**config.mk**
```make
export PLATFORM = sky130hd
export DESIGN_NAME = iodir_arbiter
export DESIGN_NICKNAME = d
export VERILOG_FILES = /design/src/rtl/iodir_pkg.sv /design/src/rtl/iodir_edge.sv /design/src/rtl/iodir_holdoff.sv /design/src/rtl/iodir_fsm.sv /design/src/rtl/iodir_arbiter.sv
export SDC_FILE = /design/constraint.sdc
export NUM_CORES = 1
export LEC_CHECK = 0
export BUFFER_PORTS_ARGS = -buffer_cell sky130_fd_sc_hd__buf_4
export CORE_AREA = 2 2 39 41
export DETAILED_ROUTE_END_ITERATION = 10
export DIE_AREA = 0 0 41 43
export GPL_ROUTABILITY_DRIVEN = 0
export PLACE_DENSITY = 0.62
export SLEW_MARGIN = 20
export SYNTH_ARGS = -nofsm -noshare
export SYNTH_HDL_FRONTEND = slang
export SYNTH_SLANG_ARGS = --single-unit
```
**constraint.sdc**
```tcl
create_clock -name clk -period 1.4 [get_ports clk]
set_input_delay 0.28 -clock clk [delete_from_list [all_inputs] [get_ports clk]]
set_output_delay 0.28 -clock clk [all_outputs]
set_load 0.01 [all_outputs]
```
**src/rtl/iodir_pkg.sv**
```systemverilog
package iodir_pkg;

   // Arbiter states; ARB_IDLE is the neutral state.
   typedef enum logic [2:0] {
      ARB_OFF  = 3'd0,
      ARB_IDLE = 3'd1,
      ARB_HOST = 3'd2,
      ARB_CARD = 3'd3,
      ARB_HOLD = 3'd4
   } arb_state_t;

   // Line index inside the sampled-line vector
   localparam int HOST_IDX = 0;
   localparam int CARD_IDX = 1;
   localparam int NLINES   = 2;

endpackage

```
**src/rtl/iodir_edge.sv**
```systemverilog
module iodir_edge #(
   parameter int SYNC_STAGES = 2
) (
   input  logic clk,
   input  logic rst_n,
   input  logic line_i,
   output logic fall_o,
   output logic rise_o
);

   logic cur;
   logic prev;

   generate
      if (SYNC_STAGES == 1) begin : g_single
         always_ff @(posedge clk) begin
            if (!rst_n) cur <= 1'b1;
            else        cur <= line_i;
         end
      end else begin : g_chain
         logic [SYNC_STAGES-1:0] chain;
         always_ff @(posedge clk) begin
            if (!rst_n) chain <= '1;
            else        chain <= {chain[SYNC_STAGES-2:0], line_i};
         end
         assign cur = chain[SYNC_STAGES-1];
      end
   endgenerate

   always_ff @(posedge clk) begin
      if (!rst_n) prev <= 1'b1;
      else        prev <= cur;
   end

   assign fall_o = prev & ~cur;
   assign rise_o = ~prev & cur;

endmodule

```
**src/rtl/iodir_holdoff.sv**
```systemverilog
module iodir_holdoff #(
   parameter int HOLDOFF_CYCLES = 4
) (
   input  logic clk,
   input  logic rst_n,
   input  logic run_i,
   output logic done_o
);

   localparam int CW = (HOLDOFF_CYCLES > 1) ? $clog2(HOLDOFF_CYCLES) : 1;
   localparam logic [CW-1:0] LAST = CW'((HOLDOFF_CYCLES > 0) ? HOLDOFF_CYCLES - 1 : 0);

   generate
      if (HOLDOFF_CYCLES == 0) begin : g_none
         logic unused_run;
         assign unused_run = run_i;
         assign done_o     = 1'b1;
      end else begin : g_count
         logic [CW-1:0] cnt;
         always_ff @(posedge clk) begin
            if (!rst_n || !run_i) cnt <= '0;
            else if (cnt != LAST) cnt <= cnt + 1'b1;
         end
         assign done_o = (cnt == LAST);
      end
   endgenerate

endmodule

```
**src/rtl/iodir_fsm.sv**
```systemverilog
module iodir_fsm
   import iodir_pkg::*;
(
   input  logic       clk,
   input  logic       rst_n,
   input  logic       rx_en,
   input  logic       cs_en,
   input  logic       host_fall,
   input  logic       host_rise,
   input  logic       card_fall,
   input  logic       card_rise,
   input  logic       hold_done,
   output arb_state_t state_o
);

   arb_state_t st;
   arb_state_t nxt;

   always_comb begin
      nxt = st;
      if (!rx_en) begin
         nxt = ARB_OFF;
      end else if (!cs_en) begin
         nxt = ARB_IDLE;
      end else begin
         case (st)
            ARB_OFF:  nxt = ARB_IDLE;
            ARB_IDLE: begin
               if (host_fall)      nxt = ARB_HOST;
               else if (card_fall) nxt = ARB_CARD;
            end
            ARB_HOST: if (host_rise) nxt = ARB_HOLD;
            ARB_CARD: if (card_rise) nxt = ARB_HOLD;
            ARB_HOLD: if (hold_done) nxt = ARB_IDLE;
            default:  nxt = ARB_OFF;
         endcase
      end
   end

   always_ff @(posedge clk) begin
      if (!rst_n) st <= ARB_OFF;
      else        st <= nxt;
   end

   assign state_o = st;

endmodule

```
**src/rtl/iodir_arbiter.sv**
```systemverilog
module iodir_arbiter
   import iodir_pkg::*;
#(
   parameter int SYNC_STAGES    = 2,
   parameter int HOLDOFF_CYCLES = 4
) (
   input  logic clk,
   input  logic rst_n,
   input  logic host_in,
   input  logic card_in,
   input  logic rx_en,
   input  logic cs_en,
   output logic host_pull,
   output logic card_pull,
   output logic busy
);

   generate
      if (SYNC_STAGES < 1 || SYNC_STAGES > 4) begin : g_bad_sync
         $error("SYNC_STAGES must lie in 1..4");
      end
      if (HOLDOFF_CYCLES < 0) begin : g_bad_hold
         $error("HOLDOFF_CYCLES must not be negative");
      end
   endgenerate

   logic [NLINES-1:0] raw;
   logic [NLINES-1:0] falls;
   logic [NLINES-1:0] rises;
   logic              hold_done;
   arb_state_t        state;

   assign raw[HOST_IDX] = host_in;
   assign raw[CARD_IDX] = card_in;

   for (genvar g = 0; g < NLINES; g++) begin : g_line
      iodir_edge #(.SYNC_STAGES(SYNC_STAGES)) u_edge (
         .clk    (clk),
         .rst_n  (rst_n),
         .line_i (raw[g]),
         .fall_o (falls[g]),
         .rise_o (rises[g])
      );
   end

   iodir_holdoff #(.HOLDOFF_CYCLES(HOLDOFF_CYCLES)) u_hold (
      .clk    (clk),
      .rst_n  (rst_n),
      .run_i  (state == ARB_HOLD),
      .done_o (hold_done)
   );

   iodir_fsm u_fsm (
      .clk       (clk),
      .rst_n     (rst_n),
      .rx_en     (rx_en),
      .cs_en     (cs_en),
      .host_fall (falls[HOST_IDX]),
      .host_rise (rises[HOST_IDX]),
      .card_fall (falls[CARD_IDX]),
      .card_rise (rises[CARD_IDX]),
      .hold_done (hold_done),
      .state_o   (state)
   );

   assign host_pull = (state == ARB_CARD);
   assign card_pull = (state == ARB_OFF) || (state == ARB_HOST);
   assign busy      = (state != ARB_IDLE);

endmodule

```
==> run summary <==
The run finished with clean final reports. The number of register bits inferred by synthesis is 11. The first global-routing pass estimated 1.35 mm of wire.

The switching power came out at 0.000141 W. The via count is between 400 and 500. The y dimension of the die is between 40 and 50 um.

The worst endpoint required time is about 1100 ps. The TritonCTS clock tree is done. The synthesized area per cell came out at between 9 and 10 um^2. On the worst path, the slowest cell contributes a delay of approximately 350 ps.

The maximum root-to-sink buffer count came out at 2. The number of global-route vias before repair came out at 351. Of the cells placed in the final design, the portion with a size suffix greater than 1 is between 30% and 40%. The starting utilization of the core area is around a third.

Synthesis produced a netlist whose cell count is 50. The total number of nets in the final design is 74. The number of cells on the worst reg-to-reg path came out at 4.

The setup slack of the worst register-to-register path came out at approximately 70 ps. Dividing the detail-routed via count by the number of cells gives 4.99. The die covers approximately 1800 um^2.

The period utilization is between 90% and 100%. Entering global routing, the biggest net connects 10 pins. After detailed routing, the number of remaining DRC violations is 0. After synthesis the cells add up to approximately 470 um^2. For the final database, setup skew stands at approximately 4.2 ps. For this block, the initial DRC count from the detailed router was 9. The wire length after detailed routing is between 800 and 900 um.

The finished cells cover about 630 um^2. dfxtp_1 is the most common cell in the netlist. The async set or reset register ratio after synthesis is 0%. The worst relative slew slack is between 70% and 80%. The internal power of the cells totals 0.000475 W. Pin placement for this block handled 9 I/O pins. The net count after synthesis came out at 57. The total half-perimeter wirelength after legalization and detailed placement is between 600 and 700 um. The post-placement cell count came out at 75. The max-slew violation count is 0. The H-tree depth reported by CTS came out at 1. The worst register-to-register path begins at g_line[0].u_edge.g_chain.chain[1]. The commonest cells after synthesis are 11 x dfxtp_1, 9 x nand2b_1, 6 x nor2_1. The number of antenna diodes came out at 0.

The number of buffers created by CTS came out at 3. For this design the ratio of total power to cell area is approximately 1000 nW/um^2. The fraction of post-synthesis cell area in the top cell type by area came out at between 40% and 50%. In the synthesized netlist the dominant register cell turns out to be dfxtp_1. The number of port buffers is 8. The total leakage power came out at 0.280 nW. The leftover overflow at the end of global routing came out at 0. The detailed-route wire length per cell came out at approximately 10 um. Ranked by total cell area, the synthesized netlist is headed by dfxtp_1 47%, nand2b_1 12%, nor2_1 4.8%, nor3b_1 3.2%, nand2b_4 2.9%. The floorplan step defined a core boundary enclosing roughly 1400 um^2.

The slowest stage of the critical path belongs to the cell dfxtp_4. The transition time at the pin with the least slew margin came out at 336 ps. Across the run, the number of max-cap violations was 0. The buffer type at the clock tree root is clkbuf_4. Traced cell by cell, the critical path runs through nor2b_2, and2_4, buf_4. The width of the die is a little over 40 um. The setup path with the least slack is of type reg2out. Along the worst hold path, the cell count comes to 2. The number of enable-type register cells in the synthesized netlist is 0. The worst setup path is captured at a primary output.

Summing all placed instances gives a cell area of about 560 um^2. The largest fanout of any net on the critical path came out at 4. The growth of design area from synthesis to finish is 34.0%. Data on the critical path arrives at its endpoint at 1070 ps. Synthesis instantiated 22 different standard cells from the library. The clock share of power came out at a little over a third.

The finished layout holds 82 standard cells, fillers aside. The clock slew seen by the registers of the worst setup and hold paths is around 70 ps. The iteration count of the initial detailed-routing pass is 4. In this run the critical register-to-register path is captured at u_fsm.state_o[0]. The maximum operating frequency is 742 MHz. The TritonCTS sink count is 11.

The switching part of the total power is 22.9%. The routed design could run at a clock period as short as around 1300 ps. The final count of hold timing violations came out at 0. The placement row count came out at 14.

In this run, flip-flops and latches consume 53.7% of the power. In this run the most critical hold path is launched from cs_en. The count of yosys warnings during synthesis came out at 0.

The number of antenna violations at the first check in global routing came to 0. Global routing used about an eighth of the available tracks across all layers. Sequential elements use between 40% and 50% of the synthesized area. The combinational cell fraction of total power came out at 11.2%. The worst-skew pair later-pin latency is 270 ps. The end point of the worst hold path is u_fsm.state_o[0]. The worst setup path is launched from a flop. The final number of setup-violating endpoints came out at 0.

dfxtp_1 takes more of the synthesized area than any other cell. The peak ir drop on the vdd network came out at between 0.4 and 0.5 mV. In this run the worst hold path is classified as in2reg. Once detail routing completed, the nets flagged for antenna violations numbered 0.
worst max-delay path: cells and delay by family, from the launching register on:
kind	cells	cell delay (ps)
DFF	1	350
buffers and inverters	1	130
and+or+nand+nor	2	310
final cells by class:
cell class                      instances  area [um^2]
Tap cell                               16         20.0
Fill cell                             144          753
Clock buffer                            4         26.3
Timing Repair Buffer                   12         90.1
Inverter                                2         7.51
Multi-Input combinational cell         37          260
Sequential cell                        11          226
sequential cells by signal, indices dropped and copies added, names as in the netlist:
register	count
u_hold.g_count.cnt	2
g_line.u_edge.g_chain.chain	4
u_fsm.state_o	3
g_line.u_edge.prev	2
logic make-up (layout without fill, tap and decap cells):
kind of cell	count (synthesis)	count (layout)	synth area share [%]
AND/OR/NAND/NOR	27	27	34.3
XOR/XNOR	1	1	1.86
flip-flops	11	11	46.8
multiplexers	1	1	2.13
adder cells (fa/ha/maj)	1	1	2.66
buffers and inverters	2	18	1.60
AO/OA/AOI/OAI	7	7	10.6
layer usage:
layer	wire, um	part of all wire (%)	up-vias	track usage (%)
li1	-	-	206	-
met1	377	44	190	13.7
met2	417	49	9	16.6
met3	34	4.0	4	4.71
met4	29	3.4	0	12.0
met5	0	0	-	0
cell usage in the layout (no fill, tap or decap), drive strengths merged, types with 2 or more instances in the layout:
cell / n
a31oi: 2
buf: 12
clkbuf: 4
dfxtp: 11
inv: 2
nand2b: 10
nand3: 2
nor2: 6
nor2b: 2
nor3b: 2
power by group through the flow:
stage          clock network (W)  registers, W  logic [W]
2_1_floorplan                  0      0.000337  0.0000326
3_3_place_gp                   0      0.000339  0.0000573
3_5_place_dp                   0      0.000339  0.0000577
4_1_cts                 0.000219      0.000331  0.0000588
5_1_grt                 0.000239      0.000332  0.0000762
6_report                0.000216      0.000330  0.0000692
timing repair:
| item | CTS | global route |
|---|---|---|
| hold buffers | 0 | 0 |
| pin swaps | 0 | 2 |
| setup endpoints to repair | 2 | 3 |
| cloned | 0 | 0 |
| gates resized for setup | 5 | 3 |
| buffers inserted | 0 | 3 |
stage by stage:
step / power [W] / hold WS (ps) / utilization (%) / worst slack [ps] / TNS (ps)
floorplan: 0.000369 / 353 / - / 116 / 0
global placement: 0.000396 / 390 / 40.3 / 47.5 / 0
detailed placement: 0.000396 / 396 / 40.3 / 51.6 / 0
CTS: 0.000609 / 179 / 43.1 / 7.21 / 0
global route: 0.000647 / 190 / 45.6 / -21.3 / -22.5
finish: 0.000616 / 186 / 45.6 / 52.0 / 0
how the worst max path moves through the flow:
stage                             to                               from  slack, ps  depth (start not counted)
finish                     host_pull                   u_fsm.state_o[0]         50                          3
CTS                             busy                   u_fsm.state_o[1]          7                          3
detailed placement  u_fsm.state_o[0]  g_line[0].u_edge.g_chain.chain[1]         50                          4
floorplan           u_fsm.state_o[2]              u_hold.g_count.cnt[0]        120                          5
global placement    u_fsm.state_o[0]  g_line[0].u_edge.g_chain.chain[1]         50                          4
global route        u_fsm.state_o[0]  g_line[0].u_edge.g_chain.chain[1]        -20                          4
Note: power is estimated with default switching activity, not from simulation.
